## config.mk

```make
export PLATFORM = sky130hd
export DESIGN_NAME = cmdseq_top
export DESIGN_NICKNAME = d
export VERILOG_FILES = /design/src/rtl/cmdseq_pkg.sv /design/src/rtl/cmdseq_store.sv /design/src/rtl/cmdseq_trigger.sv /design/src/rtl/cmdseq_ctrl.sv /design/src/rtl/cmdseq_top.sv
export SDC_FILE = /design/constraint.sdc
export NUM_CORES = 1
export LEC_CHECK = 0
export BUFFER_PORTS_ARGS = -buffer_cell sky130_fd_sc_hd__clkbuf_2
export CAP_MARGIN = 0
export CORE_MARGIN = 3
export CORE_UTILIZATION = 45
export CTS_CLUSTER_DIAMETER = 100
export CTS_CLUSTER_SIZE = 25
export DETAILED_ROUTE_END_ITERATION = 12
export HOLD_SLACK_MARGIN = 0.08
export PLACE_DENSITY = 0.62
export SYNTH_ARGS = -nofsm -noshare
export SYNTH_HDL_FRONTEND = slang
export SYNTH_HIERARCHICAL = 1
export SYNTH_SLANG_ARGS = --single-unit
```

## constraint.sdc

```tcl
create_clock -name clk -period 5.2 [get_ports clk]
set_input_delay 0 -clock clk [delete_from_list [all_inputs] [get_ports clk]]
set_output_delay 0 -clock clk [all_outputs]
set_load 0.05 [all_outputs]
```

## src/rtl/cmdseq_pkg.sv

```systemverilog
package cmdseq_pkg;
    typedef enum logic [1:0] {
        S_IDLE = 2'd0,
        S_WAIT = 2'd1,
        S_EMIT = 2'd2
    } seq_state_e;
endpackage

```

## src/rtl/cmdseq_store.sv

```systemverilog
module cmdseq_store #(
    parameter int DEPTH = 16,
    parameter int CMD_W = 8,
    parameter int LANES = 8,
    parameter int DLY_W = 16,
    localparam int AW   = $clog2(DEPTH)
) (
    input  logic             clk,
    input  logic             rst_n,
    input  logic             wr_en,
    input  logic [AW-1:0]    wr_addr,
    input  logic [CMD_W-1:0] wr_cmd,
    input  logic [LANES-1:0] wr_mask,
    input  logic [DLY_W-1:0] wr_dly,
    input  logic             wr_last,
    input  logic             lock,
    output logic             wr_reject,
    input  logic [AW-1:0]    rd_addr,
    output logic [CMD_W-1:0] rd_cmd,
    output logic [LANES-1:0] rd_mask,
    output logic [DLY_W-1:0] rd_dly,
    output logic             rd_last,
    input  logic [AW-1:0]    nx_addr,
    output logic [DLY_W-1:0] nx_dly
);
    logic [CMD_W-1:0] cmd_q  [DEPTH];
    logic [LANES-1:0] mask_q [DEPTH];
    logic [DLY_W-1:0] dly_q  [DEPTH];
    logic [DEPTH-1:0] last_q;

    always_ff @(posedge clk or negedge rst_n) begin
        if (!rst_n) begin
            for (int i = 0; i < DEPTH; i++) begin
                cmd_q[i]  <= '0;
                mask_q[i] <= '0;
                dly_q[i]  <= '0;
            end
            last_q    <= '0;
            wr_reject <= 1'b0;
        end else begin
            wr_reject <= wr_en && lock;
            if (wr_en && !lock) begin
                cmd_q[wr_addr]  <= wr_cmd;
                mask_q[wr_addr] <= wr_mask;
                dly_q[wr_addr]  <= wr_dly;
                last_q[wr_addr] <= wr_last;
            end
        end
    end

    assign rd_cmd  = cmd_q[rd_addr];
    assign rd_mask = mask_q[rd_addr];
    assign rd_dly  = dly_q[rd_addr];
    assign rd_last = last_q[rd_addr];
    assign nx_dly  = dly_q[nx_addr];

    // a locked slot keeps its content
    p_locked_hold_r3: assert property (@(posedge clk) disable iff (!rst_n)
        (lock && wr_en) |=> (cmd_q[$past(wr_addr)] == $past(cmd_q[wr_addr])
                             && dly_q[$past(wr_addr)] == $past(dly_q[wr_addr])));
endmodule

```

## src/rtl/cmdseq_trigger.sv

```systemverilog
module cmdseq_trigger #(
    parameter int UB_W     = 4,
    parameter int USER_BIT = 2,
    parameter int OVR_W    = 4
) (
    input  logic             clk,
    input  logic             rst_n,
    input  logic [UB_W-1:0]  ttc_user,
    input  logic             host_go,
    input  logic             busy,
    output logic             trig,
    output logic [OVR_W-1:0] overrun_cnt
);
    localparam logic [OVR_W-1:0] OVR_MAX = '1;

    assign trig = ttc_user[USER_BIT] | host_go;

    always_ff @(posedge clk or negedge rst_n) begin
        if (!rst_n)
            overrun_cnt <= '0;
        else if (trig && busy && overrun_cnt != OVR_MAX)
            overrun_cnt <= overrun_cnt + 1'b1;
    end

    // busy trigger advances the count unless saturated
    p_overrun_step_r9: assert property (@(posedge clk) disable iff (!rst_n)
        (trig && busy && overrun_cnt != OVR_MAX) |=>
            (overrun_cnt == $past(overrun_cnt) + 1'b1));
    // no busy trigger, count holds
    p_overrun_hold_r9: assert property (@(posedge clk) disable iff (!rst_n)
        !(trig && busy) |=> $stable(overrun_cnt));
endmodule

```

## src/rtl/cmdseq_ctrl.sv

```systemverilog
module cmdseq_ctrl
    import cmdseq_pkg::*;
#(
    parameter int DEPTH = 16,
    parameter int DLY_W = 16,
    localparam int AW   = $clog2(DEPTH)
) (
    input  logic             clk,
    input  logic             rst_n,
    input  logic             trig,
    input  logic [DLY_W-1:0] rd_dly,
    input  logic             rd_last,
    input  logic [DLY_W-1:0] nx_dly,
    output logic [AW-1:0]    rd_addr,
    output logic [AW-1:0]    nx_addr,
    output logic             emit,
    output logic             busy
);
    localparam logic [AW-1:0] LAST_SLOT = AW'(DEPTH - 1);

    seq_state_e       state_q, state_d;
    logic [AW-1:0]    ptr_q, ptr_d;
    logic [DLY_W-1:0] cnt_q, cnt_d;
    logic             finish;

    assign nx_addr = (ptr_q == LAST_SLOT) ? '0 : ptr_q + 1'b1;
    assign finish  = rd_last || (ptr_q == LAST_SLOT);

    always_comb begin
        state_d = state_q;
        ptr_d   = ptr_q;
        cnt_d   = cnt_q;
        unique case (state_q)
            S_IDLE: if (trig) begin
                ptr_d = '0;
                if (rd_dly == '0) state_d = S_EMIT;
                else begin
                    state_d = S_WAIT;
                    cnt_d   = rd_dly - 1'b1;
                end
            end
            S_WAIT: begin
                if (cnt_q == '0) state_d = S_EMIT;
                else             cnt_d   = cnt_q - 1'b1;
            end
            S_EMIT: begin
                if (finish) begin
                    state_d = S_IDLE;
                    ptr_d   = '0;
                end else begin
                    ptr_d = nx_addr;
                    if (nx_dly == '0) state_d = S_EMIT;
                    else begin
                        state_d = S_WAIT;
                        cnt_d   = nx_dly - 1'b1;
                    end
                end
            end
            default: state_d = S_IDLE;
        endcase
    end

    always_ff @(posedge clk or negedge rst_n) begin
        if (!rst_n) begin
            state_q <= S_IDLE;
            ptr_q   <= '0;
            cnt_q   <= '0;
        end else begin
            state_q <= state_d;
            ptr_q   <= ptr_d;
            cnt_q   <= cnt_d;
        end
    end

    always_comb begin
        rd_addr = ptr_q;
        emit    = (state_q == S_EMIT);
        busy    = (state_q != S_IDLE);
    end

    // finish transition returns to idle
    p_finish_idle_r8: assert property (@(posedge clk) disable iff (!rst_n)
        (state_q == S_EMIT && finish) |=> (state_q == S_IDLE));
    // zero delay chains straight into the next issue
    p_zero_chain_r6: assert property (@(posedge clk) disable iff (!rst_n)
        (state_q == S_EMIT && !finish && nx_dly == '0) |=> (state_q == S_EMIT));
    // running countdown stays waiting
    p_wait_hold_r6: assert property (@(posedge clk) disable iff (!rst_n)
        (state_q == S_WAIT && cnt_q != '0) |=> (state_q == S_WAIT));
    // an idle trigger always leaves idle
    p_start_busy_r10: assert property (@(posedge clk) disable iff (!rst_n)
        (state_q == S_IDLE && trig) |=> busy);
endmodule

```

## src/rtl/cmdseq_top.sv

```systemverilog
module cmdseq_top #(
    parameter int DEPTH    = 16,
    parameter int CMD_W    = 8,
    parameter int LANES    = 8,
    parameter int DLY_W    = 16,
    parameter int UB_W     = 4,
    parameter int USER_BIT = 2,
    parameter int OVR_W    = 4,
    localparam int AW      = $clog2(DEPTH)
) (
    input  logic             clk,
    input  logic             rst_n,
    input  logic [UB_W-1:0]  ttc_user,
    input  logic             host_go,
    input  logic             wr_en,
    input  logic [AW-1:0]    wr_addr,
    input  logic [CMD_W-1:0] wr_cmd,
    input  logic [LANES-1:0] wr_mask,
    input  logic [DLY_W-1:0] wr_dly,
    input  logic             wr_last,
    output logic             wr_reject,
    output logic             busy,
    output logic             cmd_valid,
    output logic [CMD_W-1:0] cmd_data,
    output logic [LANES-1:0] lane_strobe,
    output logic [OVR_W-1:0] overrun_cnt
);
    logic             trig, emit;
    logic [AW-1:0]    rd_addr, nx_addr;
    logic [CMD_W-1:0] rd_cmd;
    logic [LANES-1:0] rd_mask;
    logic [DLY_W-1:0] rd_dly, nx_dly;
    logic             rd_last;

    cmdseq_trigger #(.UB_W(UB_W), .USER_BIT(USER_BIT), .OVR_W(OVR_W)) u_trig (
        .clk(clk), .rst_n(rst_n), .ttc_user(ttc_user), .host_go(host_go),
        .busy(busy), .trig(trig), .overrun_cnt(overrun_cnt));

    cmdseq_store #(.DEPTH(DEPTH), .CMD_W(CMD_W), .LANES(LANES), .DLY_W(DLY_W)) u_store (
        .clk(clk), .rst_n(rst_n), .wr_en(wr_en), .wr_addr(wr_addr),
        .wr_cmd(wr_cmd), .wr_mask(wr_mask), .wr_dly(wr_dly), .wr_last(wr_last),
        .lock(busy || trig), .wr_reject(wr_reject),
        .rd_addr(rd_addr), .rd_cmd(rd_cmd), .rd_mask(rd_mask), .rd_dly(rd_dly),
        .rd_last(rd_last), .nx_addr(nx_addr), .nx_dly(nx_dly));

    cmdseq_ctrl #(.DEPTH(DEPTH), .DLY_W(DLY_W)) u_ctrl (
        .clk(clk), .rst_n(rst_n), .trig(trig), .rd_dly(rd_dly), .rd_last(rd_last),
        .nx_dly(nx_dly), .rd_addr(rd_addr), .nx_addr(nx_addr), .emit(emit), .busy(busy));

    assign cmd_valid   = emit;
    assign cmd_data    = emit ? rd_cmd  : '0;
    assign lane_strobe = emit ? rd_mask : '0;

    // an issue only happens while busy
    p_issue_busy_r10: assert property (@(posedge clk) disable iff (!rst_n)
        cmd_valid |-> busy);
endmodule

```

==> results.md <==
* Vias in the first global route at 17,400
* Antenna Violating Nets Remaining at 0
* Startpoint types: flop
* Crit path max fanout at 114
* Initial antenna violation count at 2
* DP HPWL at 40,500 um
* Worst vdd ir at 0.407 mV
* # clock sinks at 555
* Starting DRT DRC Count at 1,244
* Worst Path Required at 5.68 ns
* Yosys reg bits at 555
* Total grt overflow at 0
* Final core area utilization at 0.494
* Routed wire length at 70,200 um
* Chip width at 254 um
* Fin crit share at 0.840
* Register area share after synthesis at 0.500
* FILL cells at 5,088
* Min Tclk post-route at 4.37 ns
* Num CTS Buffers at 27
* Fin Clk Skew at 0.0322 ns
* Share of power burned in registers at 0.412
* Slew @ Worst Pin at 1.23 ns
* Vias per Instance at 6.21
* Core area at 60,700 um2
* Post-synthesis compound-gate area fraction at 0.0431
* Post-synth EDFFs at 0
* Total number of vias at 16,300
* Max-cap viol count at 0
* Share of cells above drive strength 1 at 0.503
* Synth Area in Adders at 0.00315
* Initial Utilization at 0.458
* Setup TNS at 0 ns
* Slowest library cell on the worst path: a211oi_4
* Combinational Power Share at 0.406
* Fin. Hold Viols at 0
* Rows at 90
* H-tree depth at 1
* PortBufs at 64
* Largest family of logic cells by synthesized area: multiplexers
* FF/Latch Area at 13,900 um2
* DRC Markers at 0
* Synth Area in Simple Gates at 0.0348
* Final Setup Violations at 0
* Status: complete, no violations
* Critical Path Stages at 9
* Worst-path cell chain: buf_4 > buf_12 > mux4_2 > a22oi_1 > nand2_1 > a31oi_1 > a21oi_1 > a211oi_4 > mux2_2
* Area of the multi-input gates at 13,100 um2
* Die Y at 254 um
* Avg WL per Cell at 26.6 um
* Critical Path Sink Type: flop
* Pwr per Cell Area at 448 nW/um2
* Mapped Area at 27,800 um2
* CTS tree: yes
* First-pass GRT wire length at 108,000 um
* Sw power at 4.84 mW
* Post-synthesis mux area share at 0.381
* Crit path buf inv count at 2
* Data arrival, critical path at 4.85 ns
* Gp weighted congestion at 0.787
* Synth Area per Inst at 15.2 um2
* GRT Overall Usage at 0.220
* Syn nets at 1,883
* Largest net degree at the start of global routing at 181
* Max Transition Viols Final at 0
* RSZ-0062 raised after global routing: false
* Die footprint at 64,800 um2
* Synth Area in XOR/XNOR at 0.00473
* Fmax at 229 MHz
* Clk slew on worst S/H paths at 0.10 ns
* Cells after Synth at 1,831
* Setup repair bufs after CTS at 0
* CP Class: flop to flop
* Clk pwr share at 0.182
* Leakage at 13.8 nW
* Drt pass-1 iters at 5
* Clock Path Buffers at 3
* Synth warn at 6
* Root Buffer: clkbuf_16
* Area added between synthesis and finish at 7.89%
* Switching part of the total at 0.361
* Relative slew margins at 0.179
* Worst r2r path cells at 9
* FFs w/ async S/R, synth at 1.00
* Hold Path Class: primary input to async pin
* Nets@finish at 1,896
* Internal power at 8.58 mW
* CP max stage delay at 0.93 ns
* Dominant synthesized flop cell: dfrtp_1
* Synth unique cells at 62
* Clock insertion delay at the later pin of the skew report at 0.61 ns
* Io pins at 68
* CP top delay family: compound AO/OA/AOI/OAI gates
[through the flow]
stage	power [mW]	worst slack, ns	cell area, um2	instances	hold WS (ns)
after floorplan	9.67	1.41	27800	1831	-0.296
after global placement	10.9	0.898	28800	2556	0.0719
after detailed placement	11.0	0.938	28800	2556	0.0844
after CTS	13.5	0.898	30000	2632	0.112
after global routing	14.2	0.576	30000	2633	0.134
final	13.4	0.831	30000	2633	0.106
[what timing repair did]
action / 4_1_cts / 5_1_grt
hold buffers: 41 / 0
gates resized for setup: 0 / 0
endpoints found under the setup margin: 0 / 0
hold endpoints to repair: 620 / 0
[per-layer routing]
metal / GRT usage / up-vias / part of all wire
li1: - / 6962 / -
met1: 0.320 / 8893 / 0.45
met2: 0.353 / 406 / 0.47
met3: 0.0311 / 86 / 0.051
met4: 0.0508 / 2 / 0.022
met5: 0 / - / 0.00010
[layout make-up]
cell class / count / share of cell area
Sequential cell: 555 / 0.464
Multi-Input combinational cell: 1103 / 0.437
Timing Repair Buffer: 148 / 0.0398
Tap cell: 782 / 0.0326
Clock buffer: 28 / 0.0230
Clock inverter: 7 / 0.00305
Inverter: 9 / 0.00113
Antenna cell: 1 / 0.0000835
[power by group through the flow]
stage	Clock (mW)	Sequential [mW]	Combinational, mW
detailed placement	0	5.61	5.42
CTS	2.53	5.52	5.47
global placement	0	5.55	5.36
floorplan	0	5.49	4.18
finish	2.44	5.53	5.45
global route	2.68	5.62	5.87
[cell usage in the layout (no fill, tap or decap), types with 4 or more instances in the layout]
| cell type | Yosys | layout |
|---|---|---|
| clkbuf_2 | 0 | 63 |
| nor4_1 | 12 | 12 |
| nand3_1 | 5 | 5 |
| a22oi_1 | 104 | 104 |
| xor2_1 | 8 | 8 |
| nor2_1 | 26 | 24 |
| buf_12 | 0 | 9 |
| and2_2 | 12 | 13 |
| mux2_1 | 8 | 8 |
| nor3_1 | 4 | 4 |
| dfrtp_1 | 555 | 553 |
| a31oi_1 | 5 | 4 |
| nand2_2 | 2 | 11 |
| a22o_1 | 7 | 7 |
| mux2i_2 | 5 | 5 |
| nand2_1 | 67 | 58 |
| a21oi_1 | 22 | 22 |
| ha_1 | 7 | 5 |
| mux4_2 | 196 | 196 |
| o21ai_0 | 9 | 9 |
| mux2i_4 | 4 | 4 |
| clkbuf_16 | 0 | 27 |
| dlygate4sd3_1 | 0 | 40 |
| xnor2_1 | 7 | 7 |
| a22o_2 | 4 | 4 |
| buf_4 | 22 | 34 |
| inv_1 | 9 | 9 |
| and2_1 | 8 | 7 |
| mux2_2 | 523 | 523 |
[final timing paths]
| path | startpoint | slack [ns] | to |
|---|---|---|---|
| max | u_ctrl/rd_addr[1] | 0.83 | u_ctrl/cnt_q[0] |
| min | rst_n | 0.11 | u_store/dly_q[248] |
| max reg2reg | u_ctrl/rd_addr[1] | 0.83 | u_ctrl/cnt_q[0] |
| min reg2reg | u_store/cmd_q[17] | 0.49 | u_store/cmd_q[17] |
| max in group asynchronous | rst_n | 4.13 | u_ctrl/rd_addr[0] |
| min in group clk | wr_addr[1] | 0.20 | u_store/cmd_q[78] |
[worst register-to-register path, delay by kind of cell, from the launching register on]
| family | cells | cell delay (ns) |
|---|---|---|
| compound gates | 4 | 1.65 |
| buf+inv | 2 | 0.95 |
| flops | 1 | 0.41 |
| simple gates | 1 | 0.24 |
| mux | 2 | 0.99 |
[registers in the layout, summed over array words and instances, names as in the netlist]
register / count
u_store/cmd_q: 128
u_trig/overrun_cnt: 4
u_ctrl/cnt_q: 16
u_store/dly_q: 256
u_store/last_q: 16
u_ctrl/state_q: 2
u_store/wr_reject: 1
u_store/mask_q: 128
u_ctrl/rd_addr: 4
[cells in the mapped netlist (8+ instances only)]
cell type  instances  area (um2)
buf_2             54         270
nand2_1           67         251
xor2_1             8        70.1
dfrtp_1          555       13900
mux2_1             8        90.1
inv_1              9        33.8
and2_1             8        50.1
buf_4             22         165
clkbuf_1          68         255
a22oi_1          104         781
o21ai_0            9        45.0
nor2_1            26        97.6
a21oi_1           22         110
nor2b_1            8        50.1
and2_2            12        90.1
buf_6             14         158
nor4_1            12        75.1
mux2_2           523        5890
mux4_2           196        4410
[kinds of logic (layout without fill, tap and decap cells)]
| kind of cell | count (synthesis) | in the layout |
|---|---|---|
| simple gates | 175 | 175 |
| buf+inv | 173 | 192 |
| fa+ha+maj | 7 | 7 |
| other cells | 0 | 1 |
| xor+xnor | 15 | 15 |
| mux | 740 | 740 |
| compound gates | 166 | 166 |
| flops | 555 | 555 |
Power figures use the tool's default switching activity.
